===== src/rtl/spi_cmd_pkg.sv =====
package spi_cmd_pkg;

  localparam int MAX_TX_BYTES  = 5;
  localparam int MAX_RX_BYTES  = 3;
  localparam int TX_BITS_MAX   = 8 * MAX_TX_BYTES;
  localparam int RX_BITS_MAX   = 8 * MAX_RX_BYTES;
  localparam int XFER_BITS_MAX = TX_BITS_MAX + RX_BITS_MAX;
  localparam int BIT_CNT_W     = $clog2(XFER_BITS_MAX + 1);

  localparam logic [3:0] NIB_SLOW = 4'h4;
  localparam logic [3:0] NIB_FAST = 4'h5;

  // strobes from the sequencer to the datapath
  typedef struct packed {
    logic load;      // capture outgoing bytes, clear reply shifter
    logic shiftTx;   // advance MOSI after a falling SCK edge
    logic sampleRx;  // take MISO on a rising SCK edge in read phase
    logic commit;    // copy reply bytes to the read-data registers
  } xferStrobe_t;

  // write-length code to outgoing byte count
  function automatic logic [2:0] codeToBytes(input logic [1:0] code);
    case (code)
      2'd0:    return 3'd1;
      2'd1:    return 3'd2;
      2'd2:    return 3'd4;
      default: return 3'd5;
    endcase
  endfunction

endpackage


===== src/rtl/spi_cmd_ctrl.sv =====
module spi_cmd_ctrl
  import spi_cmd_pkg::*;
#(
  parameter int FAST_HALF = 1,
  parameter int SLOW_HALF = 2
) (
  input  logic        clk,
  input  logic        rstN,
  input  logic        startReq,
  input  logic [7:0]  ctlByte,
  output logic        busy,
  output logic        spiCsN,
  output logic        spiSck,
  output xferStrobe_t strobe
);

  localparam int HALF_MAX = (FAST_HALF > SLOW_HALF) ? FAST_HALF : SLOW_HALF;
  localparam int DIV_W    = $clog2(HALF_MAX + 1);

  typedef enum logic [1:0] {ST_IDLE, ST_XFER, ST_DONE} state_t;

  state_t               state;
  logic [DIV_W-1:0]     divCnt;
  logic [DIV_W-1:0]     halfLim;
  logic [BIT_CNT_W-1:0] bitIdx;
  logic [BIT_CNT_W-1:0] txBitsQ;
  logic [BIT_CNT_W-1:0] totalBitsQ;
  logic [1:0]           rdCntQ;
  logic                 sckQ;
  logic                 csNQ;
  logic                 tick;
  logic                 lastBit;
  logic [BIT_CNT_W-1:0] wrBitsNew;
  logic [BIT_CNT_W-1:0] rdBitsNew;

  assign tick    = (state == ST_XFER) && (divCnt == halfLim - 1'b1);
  assign lastBit = (bitIdx == totalBitsQ - 1'b1);

  assign wrBitsNew = BIT_CNT_W'({codeToBytes(ctlByte[1:0]), 3'b000});
  assign rdBitsNew = BIT_CNT_W'({ctlByte[3:2], 3'b000});

  always_comb begin
    strobe          = '0;
    strobe.load     = startReq;
    strobe.shiftTx  = tick && sckQ;
    strobe.sampleRx = tick && !sckQ && (bitIdx >= txBitsQ);
    strobe.commit   = (state == ST_DONE) && (rdCntQ != 2'd0);
  end

  always_ff @(posedge clk) begin
    if (!rstN) begin
      state      <= ST_IDLE;
      divCnt     <= '0;
      halfLim    <= DIV_W'(SLOW_HALF);
      bitIdx     <= '0;
      txBitsQ    <= '0;
      totalBitsQ <= '0;
      rdCntQ     <= '0;
      sckQ       <= 1'b0;
      csNQ       <= 1'b1;
    end else begin
      case (state)
        ST_IDLE: begin
          if (startReq) begin
            state      <= ST_XFER;
            csNQ       <= 1'b0;
            sckQ       <= 1'b0;
            divCnt     <= '0;
            bitIdx     <= '0;
            halfLim    <= ctlByte[4] ? DIV_W'(FAST_HALF) : DIV_W'(SLOW_HALF);
            txBitsQ    <= wrBitsNew;
            totalBitsQ <= wrBitsNew + rdBitsNew;
            rdCntQ     <= ctlByte[3:2];
          end
        end
        ST_XFER: begin
          if (tick) begin
            divCnt <= '0;
            sckQ   <= ~sckQ;
            if (sckQ) begin
              if (lastBit) begin
                state <= ST_DONE;
                csNQ  <= 1'b1;
              end else begin
                bitIdx <= bitIdx + 1'b1;
              end
            end
          end else begin
            divCnt <= divCnt + 1'b1;
          end
        end
        default: state <= ST_IDLE;
      endcase
    end
  end

  assign busy   = (state != ST_IDLE);
  assign spiCsN = csNQ;
  assign spiSck = sckQ;

  AST_SCK_IDLE_LOW: assert property (@(posedge clk) disable iff (!rstN)
    spiCsN |-> !spiSck);
  AST_CS_INSIDE_BUSY: assert property (@(posedge clk) disable iff (!rstN)
    !spiCsN |-> busy);
  AST_BUSY_AT_RELEASE: assert property (@(posedge clk) disable iff (!rstN)
    $rose(spiCsN) |-> busy);
  AST_BUSY_CLEARS: assert property (@(posedge clk) disable iff (!rstN)
    $rose(spiCsN) |=> !busy);
  AST_BIT_IN_RANGE: assert property (@(posedge clk) disable iff (!rstN)
    (state == ST_XFER) |-> (bitIdx < totalBitsQ));

endmodule


===== src/rtl/spi_cmd_dp.sv =====
module spi_cmd_dp
  import spi_cmd_pkg::*;
(
  input  logic        clk,
  input  logic        rstN,
  input  logic [2:0]  regAddr,
  input  logic        regWrEn,
  input  logic [7:0]  regWrData,
  output logic [7:0]  regRdData,
  input  logic        busy,
  input  xferStrobe_t strobe,
  output logic        startReq,
  input  logic        spiMiso,
  output logic        spiMosi
);

  logic [7:0]             addrHi, addrMid, addrLo, opByte, tailByte;
  logic [7:0]             rxReg [MAX_RX_BYTES];
  logic [TX_BITS_MAX-1:0] txShift;
  logic [TX_BITS_MAX-1:0] txLoad;
  logic [RX_BITS_MAX-1:0] rxShift;
  logic [RX_BITS_MAX-1:0] rxAligned;
  logic [1:0]             rdCntQ;
  logic                   hostWr;
  logic [3:0]             ctlNib;

  assign hostWr   = regWrEn && !busy;
  assign ctlNib   = regWrData[7:4];
  assign startReq = hostWr && (regAddr == 3'd0) &&
                    ((ctlNib == NIB_SLOW) || (ctlNib == NIB_FAST));

  // host-side byte storage
  always_ff @(posedge clk) begin
    if (!rstN) begin
      opByte   <= '0;
      addrLo   <= '0;
      addrMid  <= '0;
      addrHi   <= '0;
      tailByte <= '0;
    end else if (hostWr) begin
      case (regAddr)
        3'd1: opByte   <= regWrData;
        3'd2: addrLo   <= regWrData;
        3'd3: addrMid  <= regWrData;
        3'd4: addrHi   <= regWrData;
        3'd7: tailByte <= regWrData;
        default: ;
      endcase
    end
  end

  // wire order: opcode, then (by code) tail / addrHi..addrLo / addrHi..addrLo,tail
  always_comb begin
    txLoad = '0;
    txLoad[TX_BITS_MAX-1 -: 8] = opByte;
    case (regWrData[1:0])
      2'd1: txLoad[TX_BITS_MAX-9 -: 8]  = tailByte;
      2'd2: txLoad[TX_BITS_MAX-9 -: 24] = {addrHi, addrMid, addrLo};
      2'd3: txLoad[TX_BITS_MAX-9 -: 32] = {addrHi, addrMid, addrLo, tailByte};
      default: ;
    endcase
  end

  always_ff @(posedge clk) begin
    if (!rstN) begin
      txShift <= '0;
    end else if (strobe.load) begin
      txShift <= txLoad;
    end else if (strobe.shiftTx) begin
      txShift <= {txShift[TX_BITS_MAX-2:0], 1'b0};
    end
  end

  assign spiMosi = busy && txShift[TX_BITS_MAX-1];

  always_ff @(posedge clk) begin
    if (!rstN) begin
      rxShift <= '0;
      rdCntQ  <= '0;
    end else if (strobe.load) begin
      rxShift <= '0;
      rdCntQ  <= regWrData[3:2];
    end else if (strobe.sampleRx) begin
      rxShift <= {rxShift[RX_BITS_MAX-2:0], spiMiso};
    end
  end

  // move the first received byte to the top
  always_comb begin
    rxAligned = rxShift << {2'(MAX_RX_BYTES) - rdCntQ, 3'b000};
  end

  for (genvar gi = 0; gi < MAX_RX_BYTES; gi++) begin : g_rx
    always_ff @(posedge clk) begin
      if (!rstN) begin
        rxReg[gi] <= '0;
      end else if (strobe.commit && (2'(gi) < rdCntQ)) begin
        rxReg[gi] <= rxAligned[RX_BITS_MAX-1-8*gi -: 8];
      end
    end
  end

  always_comb begin
    case (regAddr)
      3'd0:    regRdData = {busy, 7'b0};
      3'd1:    regRdData = opByte;
      3'd2:    regRdData = addrLo;
      3'd3:    regRdData = addrMid;
      3'd4:    regRdData = addrHi;
      3'd5:    regRdData = rxReg[0];
      3'd6:    regRdData = rxReg[1];
      default: regRdData = rxReg[2];
    endcase
  end

  AST_RX_HOLD: assert property (@(posedge clk) disable iff (!rstN)
    !strobe.commit |=> $stable({rxReg[0], rxReg[1], rxReg[2]}));
  AST_TX_FROZEN: assert property (@(posedge clk) disable iff (!rstN)
    busy |=> $stable({opByte, addrLo, addrMid, addrHi, tailByte}));
  AST_LOAD_WHEN_IDLE: assert property (@(posedge clk) disable iff (!rstN)
    strobe.load |-> !busy);
  AST_MOSI_QUIET: assert property (@(posedge clk) disable iff (!rstN)
    strobe.sampleRx |-> !spiMosi);

endmodule


===== src/rtl/spi_cmd_engine.sv =====
module spi_cmd_engine
  import spi_cmd_pkg::*;
#(
  parameter int FAST_HALF = 1,
  parameter int SLOW_HALF = 2
) (
  input  logic       clk,
  input  logic       rstN,
  input  logic [2:0] regAddr,
  input  logic       regWrEn,
  input  logic [7:0] regWrData,
  output logic [7:0] regRdData,
  output logic       spiCsN,
  output logic       spiSck,
  output logic       spiMosi,
  input  logic       spiMiso
);

  xferStrobe_t strobe;
  logic        busy;
  logic        startReq;

  spi_cmd_ctrl #(
    .FAST_HALF(FAST_HALF),
    .SLOW_HALF(SLOW_HALF)
  ) u_ctrl (
    .clk      (clk),
    .rstN     (rstN),
    .startReq (startReq),
    .ctlByte  (regWrData),
    .busy     (busy),
    .spiCsN   (spiCsN),
    .spiSck   (spiSck),
    .strobe   (strobe)
  );

  spi_cmd_dp u_dp (
    .clk       (clk),
    .rstN      (rstN),
    .regAddr   (regAddr),
    .regWrEn   (regWrEn),
    .regWrData (regWrData),
    .regRdData (regRdData),
    .busy      (busy),
    .strobe    (strobe),
    .startReq  (startReq),
    .spiMiso   (spiMiso),
    .spiMosi   (spiMosi)
  );

endmodule


===== config.mk =====
export PLATFORM = sky130hd
export DESIGN_NAME = spi_cmd_engine
export DESIGN_NICKNAME = d
export VERILOG_FILES = /design/src/rtl/spi_cmd_pkg.sv /design/src/rtl/spi_cmd_ctrl.sv /design/src/rtl/spi_cmd_dp.sv /design/src/rtl/spi_cmd_engine.sv
export SDC_FILE = /design/constraint.sdc
export NUM_CORES = 1
export LEC_CHECK = 0
export BUFFER_PORTS_ARGS = -buffer_cell sky130_fd_sc_hd__buf_2
export CORE_UTILIZATION = 50
export CTS_BUF_LIST = sky130_fd_sc_hd__clkbuf_8
export DETAILED_ROUTE_END_ITERATION = 10
export PLACE_DENSITY = 0.7
export SYNTH_ARGS = -nofsm -noshare
export SYNTH_HDL_FRONTEND = slang
export SYNTH_HIERARCHICAL = 1
export SYNTH_SLANG_ARGS = --single-unit

===== constraint.sdc =====
create_clock -name clk -period 6.5 [get_ports clk]
set_input_delay 1.625 -clock clk [delete_from_list [all_inputs] [get_ports clk]]
set_output_delay 1.625 -clock clk [all_outputs]
set_load 0.01 [all_outputs]

After elaboration in Yosys (flattened, before gate mapping)
Memories as Yosys holds them, arrays and structs flattened.
Cells that the tools add are included.

word-level totals
  memories kept = 1
  register bits = 133
  word-level logic and storage cells = 131
  bits in writable memories = 24
  bits in latches = 0
  input port bits = 15
  ROM bits = 0

memories
  name        words  bits a word  rd ports  clocked after Yosys merged registers in  write ports  line              RTL
  u_dp.rxReg  3      8            3         0                                        3            spi_cmd_dp.sv:18  logic [7:0] rxReg [MAX_RX_BYTES];

cells by class
  multiplexer cells = 41
  reduce and logical (&&, ||, !) cells = 35
  shift operators = 1
  order comparisons = 4
  multiply operators = 0
  $add $sub $neg = 6
  equal/unequal tests = 21
  divide/modulo/power cells = 0
  bitwise operators = 5

operators with widths
  operator                                              count
  2-to-1 mux 40 bit                                     2
  one-hot mux 8 bit (7 select lines)                    1
  2-to-1 mux 8 bit                                      4
  2-to-1 mux 7 bit                                      4
  << shifter 24 x 5 -> 24 bit                           1
  2-to-1 mux 16 bit                                     1
  one-hot mux 8 bit (2 select lines)                    1
  2-to-1 mux 1 bit                                      15
  2-to-1 mux 2 bit                                      7
  one-hot mux 7 bit (2 select lines)                    1
  AND reduction 2 bit                                   7
  equality test 3 bit (second input constant)           4
  logical AND 1 bit                                     12
  AND reduction 5 bit                                   2
  one-hot mux 3 bit (3 select lines)                    1
  equality test 4 x 3 -> 1 bit (second input constant)  2
  one-hot mux 2 bit (2 select lines)                    2
  nonzero test 2 bit                                    4
  adder 6 x 5 -> 7 bit                                  1
  adder 7 x 1 -> 7 bit (second input constant)          1
  equality test 7 bit                                   1
  greater-or-equal comparator 7 x 6 -> 1 bit            1
  subtractor 7 x 1 -> 7 bit (second input constant)     1
  equality test 2 bit (second input constant)           3
  21 further kinds                                      34

Depth between registers and ports, before layout
Gate-level depths: netlist of the first run.

  word-level depth = 7
  gate-level depth with buffers = 12

Modules after synthesis
The synthesis of the first run kept the hierarchy.

modules (own cells, without submodules)
  module        instances  area an instance (µm²)  cells each
  spi_cmd_dp    1          6150.9                  644
  spi_cmd_ctrl  1          1492.7                  167

Least setup slack after synthesis of the first run
No wires, ideal clock.

  path kind = input to output
  start point = input port regAddr[1]
  end point = output port regRdData[1]
  stages = 4
  slack = 2294 ps
  required time = 4875 ps
  data arrival time = 2581 ps
  cell sequence = buf_6 mux2_4 o221a_1 o32a_1

between the ends
  word-level cells in the longest chain between the ends = 2
  elaborated cells between the ends (all ways) = 8
  those cells by class = 6 x eq/ne; 1 x mux; 1 x reduce/logical

ends and longest elaborated chain
  element                                      line                  RTL
  start: declaration                           spi_cmd_engine.sv:9   input logic [2:0] regAddr,
  equality test 3 bit (tied with other cells)  spi_cmd_dp.sv:104     case (regAddr)
  one-hot mux 8 bit (7 select lines) *         spi_cmd_dp.sv:104
  end: declaration                             spi_cmd_engine.sv:12  output logic [7:0] regRdData,

Mark *: on every way between the ends. The rest lies on a longest branch, timed or not.

Worst setup path after layout of the first run
  start point = input port regAddr[2]
  end point = output port regRdData[7]

The elaborated chain is that of the path after synthesis.

==> results of run 1 <==
==> per-layer routing <==
metal / track usage [%] / up-vias / routed length, um
met4: 11.0 / 2 / 483
met3: 5.06 / 42 / 830
li1: - / 2892 / -
met5: 0 / - / 13
met2: 37.6 / 155 / 8340
met1: 29.8 / 2829 / 7840
==> power groups by stage <==
stage / Sequential [mW] / Clock [mW] / Combinational, mW
floorplan: 1.01 / 0 / 0.0806
global placement: 1.01 / 0 / 0.101
detailed placement: 1.01 / 0 / 0.104
CTS: 0.989 / 0.773 / 0.104
global route: 0.991 / 0.812 / 0.116
finish: 0.989 / 0.757 / 0.106
==> Yosys cell counts (all sizes together), types with 11 or more instances <==
cell type	n
nand2	43
mux2i	70
nor2b	20
o21ai	52
edfxtp	24
a21oi	59
inv	17
nand3	51
dfxtp	130
ha	11
mux2	20
or2	15
nand2b	11
and3	11
clkbuf	29
a211oi	22
nor2	70
buf	38
a22oi	13
==> through the flow <==
stage	setup slack, ns	total power [mW]	cell area [um^2]	utilization, %
finish	1.66	1.85	8120	55.3
global route	1.56	1.92	8120	55.2
CTS	1.69	1.87	8120	55.2
detailed placement	1.69	1.12	7700	52.4
global placement	1.74	1.11	7700	52.4
floorplan	2.29	1.09	7640	-
==> state kept, by name, summed over array words and instances (netlist names), 3 cells and up <==
signal / flops
u_dp/rxShift: 24
u_ctrl/totalBitsQ: 4
u_dp/addrHi: 8
u_dp/opByte: 8
u_dp/tailByte: 8
u_dp/addrMid: 8
u_ctrl/bitIdx: 7
u_dp/txShift: 40
u_dp/addrLo: 8
u_ctrl/txBitsQ: 3
u_dp/rxReg: 24
==> critical path, delay by kind of cell <==
family / cells / cell delay (ns)
and+or+nand+nor: 1 / 0.35
buffers and inverters: 2 / 0.54
AOI/OAI and AO/OA: 2 / 0.69
==> layout make-up <==
cell class / instances / share of cell area, %
Timing Repair Buffer: 30 / 2.00
Multi-Input combinational cell: 573 / 48.3
Clock inverter: 15 / 2.22
Clock buffer: 17 / 2.88
Inverter: 17 / 0.786
Tap cell: 184 / 2.83
Antenna cell: 2 / 0.0616
Sequential cell: 154 / 40.9
==> kinds of logic (layout without fill, tap and decap cells) <==
family	count (synthesis)	in the layout
buffers and inverters	84	79
XOR/XNOR	8	8
adder cells (fa/ha/maj)	12	12
AO/OA/AOI/OAI	200	200
flip-flops	154	154
AND/OR/NAND/NOR	263	263
multiplexers	90	90
other	0	2
==> worst min path at each step <==
stage | cells past startpoint | slack (ns) | end
3_3_place_gp | 2 | 0.45 | u_ctrl/spiCsN
3_5_place_dp | 2 | 0.46 | u_ctrl/spiCsN
4_1_cts | 2 | 0.48 | u_ctrl/spiCsN
2_1_floorplan | 2 | 0.44 | u_dp/txShift[12]
5_1_grt | 2 | 0.50 | u_ctrl/rdCntQ[1]
6_report | 2 | 0.48 | u_ctrl/spiCsN
==> metrics.md, run 1 <==
| Metric | Value |
|---|---|
| Initial DRC count | ~480 |
| Flop pwr share | between 50% and 60% |
| Final Hold Fails | 0 |
| Hold_sp | u_ctrl/spiCsN |
| Outcome | complete, but fails checks |
| Worst Tran Pin Value | between 1 and 1.5 ns |
| Failing checks | DRC |
| Routed via count | 5920 |
| Setup crit end kind | primary output |
| Syn_nets | 838 |
| Reg-to-reg critical path startpoint | u_ctrl/state[0] |
| CP startpoint | regAddr[2] |
| HP Class | reg -> reg |
| Cell mode on critical path | buf_2 |
| Largest family of logic cells by synthesized area | simple AND/OR/NAND/NOR gates |
| Die Width | about 130 um |
| Area grow syn2layout | 6.25% |
| Post-synth ARST share | 0% |
| Post-synth EDFFs | 24 |
| # hold bufs at CTS | 0 |
| Max-slew violations | 0 |
| FP Rows | 44 |
| DRT Pass-1 Iters | 10 |
| CP endpoint | regRdData[7] |
| Multi-input gate area | roughly 0.004 mm^2 |
| Clk pwr share | between 40% and 50% |
| Simple logic cell fraction of the synthesized area | a little under a fifth |
| Ys Warns | 6 |
| Reg area | 0.00332 mm^2 |
| Vias per cell | approximately 6 |
| Post-Syn Area | about 0.0076 mm^2 |
| Post-synth top area cell | dfxtp_1 |
| Synth top area share | about a third |
| Commonest non-fill, non-tap cell in the layout | dfxtp_1 |
| Leak | ~2.7 nW |
| Max transition margin | between 20% and 30% |
| Count of buffers from port buffering | 25 |
| Die Area | around 0.016 mm^2 |
| Synth Area in XOR/XNOR | 1.21% |
| Predominant post-synthesis flop cell | dfxtp_1 |
| Internal power | between 1 and 1.5 mW |
| Worst VDD drop | 132 uV |
| Largest net degree at the start of global routing | 83 |
| Chip height | approximately 130 um |
| RSZ-0062 raised after global routing | false |
| CTS resizes | 0 |
| CP peak stage delay | 0.39 ns |
| Worst-path clk slew | about 0.090 ns |
| CP arrival | around 3.2 ns |
| Critical Path Start Type | primary input |
| Tcrit/Tclk final | roughly three quarters |
| Clk sinks | about 150 |
| Maximum clock rate | ~0.21 GHz |
| Synth Register Bits | 154 |
| Cells after Synth | slightly above 800 |
| First-pass GRT wire length | a little under 30 mm |
| Vias in the first global route | roughly 5700 |
| Maximum fanout along the worst path | 28 |
| Routed length per instance | 17.6 um |
| CTS Buf Count | 17 |
| Compound-Gate Fraction of Synth Area | between 10% and 20% |
| Placed Cells | between 900 and 1000 |
| Clk buf depth | 2 |
| Switching Fraction | about a quarter |
| Fin cells | between 900 and 1000 |
| Final setup viols | 0 |
| Post-CTS setup buffers | 0 |
| DRT antenna net count | 0 |
| Final hold slack | 0.481 ns |
| Seq/Total Area, Yosys | ~43% |
| Global Route Usage Sum | 23.3% |
| Clock Tree Root | clkbuf_8 |
| Post-synthesis mux area share | 12.3% |
| Core area | around 0.015 mm^2 |
| I/O pins | 26 |
| CP Class | in -> out |
| Fillers | 1294 |
| Initial antenna violation count | 2 |
| Starting Density | a little over half |
| Htree depth | 4 |
| Overflow after GRT | 0 |
| Final Critical Period | roughly 4.8 ns |
| CP max-delay cell | buf_2 |
| Reg2reg path depth | 9 |
| Final-stage net count | between 800 and 900 |
| Comb pwr share | ~5.7% |
| Worst EP required | between 4 and 5 ns |
| Setup tns final | 0 ns |
| Switching pwr | 0.482 mW |
| Placer Congestion | 0.892 |
| Synth Area in Adders | a little over 2% |
| Avg Cell Area, Syn | approximately 9.4 um^2 |
| Worst Skew | 0.00967 ns |
| DPL Wire Length | 12.1 mm |
| Yosys cell types | a little over 70 |
| Pwr/cell area | 228 mW/mm^2 |
| Share of layout cells above drive strength 1 | ~15% |
| Worst-Skew Late Latency | 0.46 ns |
| Worst R2R Setup Slack | approximately 3.1 ns |
| Wirelength, routed | 17.5 mm |
| DRC errors left | 2 |
| Commonest cells after routing, fill and taps aside | dfxtp_1, mux2i_1, nor2_1, a21oi_1, nand3_1 |
| Largest cells by area after synthesis | dfxtp_1, edfxtp_1, mux2i_1 |
| Max Cap Violations | 0 |
| Crit-path cells | buf_2, nand2b_1, o221a_2, o32a_1, buf_2 |
| Worst R2R End | u_ctrl/bitIdx[1] |
| TritonCTS clock tree | yes |
Note: power is estimated with default switching activity, not from simulation.
==> inputs of run 2 (changes only) <==
==> constraint.sdc (replaced) <==
create_clock -name clk -period 4.5 [get_ports clk]
set_input_delay 1.125 -clock clk [delete_from_list [all_inputs] [get_ports clk]]
set_output_delay 1.125 -clock clk [all_outputs]
set_load 0.01 [all_outputs]
==> run 2 against run 1 <==
Net effect:
- the run still ends with DRC left
- cell count is 0.30% higher
- setup slack worse by 1.0 ns
- sequential power grew 45%
- worst hold slack got worse by 0.0084 ns
- final area fell by 0.17%
- count of clock-buffer cells in the layout unchanged
- first-iteration DRC count fell by 5.1%
- global-route usage down 0.46 points
- largest cell class unchanged
==> metrics.md, run 2 (same netlist as run 1, synthesis figures left out) <==
| Metric | Value |
|---|---|
| Worst R2R End | u_dp/txShift[1] (was u_ctrl/bitIdx[1]) |
| First-pass GRT wire length | 28.6 mm (was 29.2 mm) |
| Final Hold Fails | 0 (unchanged) |
| Maximum fanout along the worst path | 28 (unchanged) |
| DPL Wire Length | 12.1 mm (about the same) |
| CP Class | in -> out (unchanged) |
| Total Power | 2.58 mW (was 1.85 mW) |
| Count of buffers from port buffering | 25 (unchanged) |
| Final-stage net count | 824 (was 820) |
| Failing checks | DRC (unchanged) |
| Die Area | 0.0158 mm^2 (unchanged) |
| DRT antenna net count | 0 (unchanged) |
| Commonest cells after routing, fill and taps aside | dfxtp_1, mux2i_1, nor2_1, a21oi_1, nand3_1 (unchanged) |
| Critical Path Start Type | primary input (unchanged) |
| TritonCTS clock tree | yes (unchanged) |
| Placer Congestion | 0.911 (was 0.892) |
| Htree depth | 4 (unchanged) |
| Top reg by flops | u_dp/txShift (unchanged) |
| Initial antenna violation count | 2 (unchanged) |
| Worst-path clk slew | 0.08 ns (was 0.09 ns) |
| CP peak stage delay | 0.40 ns (was 0.39 ns) |
| Routed length per instance | 17.5 um (was 17.6 um) |
| RSZ-0062 raised after global routing | false (unchanged) |
| Crit-path cells | buf_2, nand2b_1, o221a_2, o32a_1, buf_2 (unchanged) |
| Core area | 0.0147 mm^2 (unchanged) |
| Reg-to-reg critical path startpoint | u_ctrl/state[0] (unchanged) |
| Die Width | 126 um (unchanged) |
| Largest net degree at the start of global routing | 83 (unchanged) |
| Area grow syn2layout | 6.07% (was 6.25%) |
| Clk sinks | 154 (unchanged) |
| FP Rows | 44 (unchanged) |
| Largest register FFs | 40 (unchanged) |
| Vias per cell | 5.95 (was 5.97) |
| Worst-Skew Late Latency | 0.46 ns (about the same) |
| Routed via count | 5918 (was 5920) |
| Wirelength, routed | 17.5 mm (about the same) |
| Finished Cell Area | 0.00811 mm^2 (was 0.00812 mm^2) |
| Max transition margin | 29.1% (was 29.5%) |
| Global route hottest layer | met2 (unchanged) |
| CTS resizes | 0 (unchanged) |
| Starting Density | 52.0% (unchanged) |
| Maximum clock rate | approximately 0.26 GHz |
| Hold Path End | u_ctrl/rdCntQ[0] (was u_ctrl/spiCsN) |
| # hold bufs at CTS | 0 (unchanged) |
| Max-slew violations | 0 (unchanged) |
| Global Route Usage Sum | 22.9% (was 23.3%) |
| DRC errors left | 2 (unchanged) |
| Share of layout cells above drive strength 1 | 14.4% (was 14.5%) |
| Clk buf depth | 2 (unchanged) |
| Hold path depth | 2 (unchanged) |
| Initial DRC count | 451 (was 475) |
| Post-CTS setup buffers | 0 (unchanged) |
| I/O pins | 26 (unchanged) |
| Cell mode on critical path | buf_2 (unchanged) |
| Outcome | complete, but fails checks (unchanged) |
| Max Cap Violations | 0 (unchanged) |
| Tcrit/Tclk final | around 86% |
| Commonest non-fill, non-tap cell in the layout | dfxtp_1 (unchanged) |
| DP Area | 0.00773 mm^2 (was 0.00770 mm^2) |
| Worst Skew | 0.0116 ns (was 0.00967 ns) |
| Worst VDD drop | 189 uV (was 132 uV) |
| Final Critical Period | around 3.9 ns |
| Final setup viols | 0 (unchanged) |
| Leak | 2.75 nW (was 2.74 nW) |
| Vias in the first global route | 5538 (was 5661) |
| Clock Tree Root | clkbuf_8 (unchanged) |
| Setup crit end kind | primary output (unchanged) |
| Post-layout util | 55.2% (was 55.3%) |
| Hold_sp | u_ctrl/rdCntQ[0] (was u_ctrl/spiCsN) |
| Pwr/cell area | 318 mW/mm^2 (was 228 mW/mm^2) |
| Chip height | 126 um (unchanged) |
| Grt met3 use | 4.50% (was 5.06%) |
| Worst R2R Setup Slack | 1.79 ns (was 3.13 ns) |
| GR Util met2 | 36.6% (was 37.6%) |
| Met1 Use GR | 29.5% (was 29.8%) |
| Reg2reg path depth | 7 (was 9) |
| DRT Pass-1 Iters | 8 (was 10) |
| CP max-delay cell | buf_2 (unchanged) |
| Regs by FF count | u_dp/txShift x40, u_dp/rxReg x24, u_dp/rxShift x24 (unchanged) |
| Worst Tran Pin Value | 1.06 ns (about the same) |
| CP arrival | 2.73 ns (was 3.22 ns) |
| Setup tns final | 0 ns (unchanged) |
| Overflow after GRT | 0 (unchanged) |
| Worst EP required | 3.38 ns (was 4.88 ns) |
| HP Class | reg -> reg (unchanged) |
| CTS Buf Count | 17 (unchanged) |
[run 2: layout make-up]
type                            count  area [um^2]
Timing Repair Buffer               34          193
Inverter                           17         63.8
Sequential cell                   154         3320
Antenna cell                        1         2.50
Tap cell                          184          230
Fill cell                        1307         6590
Clock inverter                     15          139
Clock buffer                       17          234
Multi-Input combinational cell    573         3920
[run 2: worst max-delay path, delay by kind of cell]
| kind | cells | cell delay, ns |
|---|---|---|
| and+or+nand+nor | 1 | 0.36 |
| AOI/OAI and AO/OA | 2 | 0.68 |
| buffers and inverters | 2 | 0.55 |
[run 2: power breakdown]
part | switching [mW] | internal, mW | leakage (nW)
Sequential | 0.0146 | 1.41 | 1.28
Clock | 0.509 | 0.482 | 0.193
Combinational | 0.105 | 0.0509 | 1.28
Total | 0.628 | 1.95 | 2.75
[run 2: routing by layer]
layer,wire length (um),share of wire [%]
met1,7960,46
met2,8280,47
met3,683,3.9
met4,510,2.9
met5,16,0.092
[run 2: through the flow]
stage / cells / setup WS, ns / hold WS, ns
after floorplan: 811 / 1.29 / 0.437
after global placement: 962 / 0.746 / 0.450
after detailed placement: 962 / 0.680 / 0.462
after CTS: 994 / 0.678 / 0.478
after global routing: 995 / 0.552 / 0.502
final: 995 / 0.648 / 0.473
[run 2: worst max path at each step]
stage,startpoint,endpoint,slack [ns],cells past startpoint
2_1_floorplan,regAddr[1],regRdData[1],1.29,4
3_3_place_gp,regAddr[2],regRdData[7],0.75,5
3_5_place_dp,regAddr[2],regRdData[7],0.68,5
4_1_cts,regAddr[2],regRdData[7],0.68,5
5_1_grt,regAddr[2],regRdData[7],0.55,5
6_report,regAddr[2],regRdData[7],0.65,5
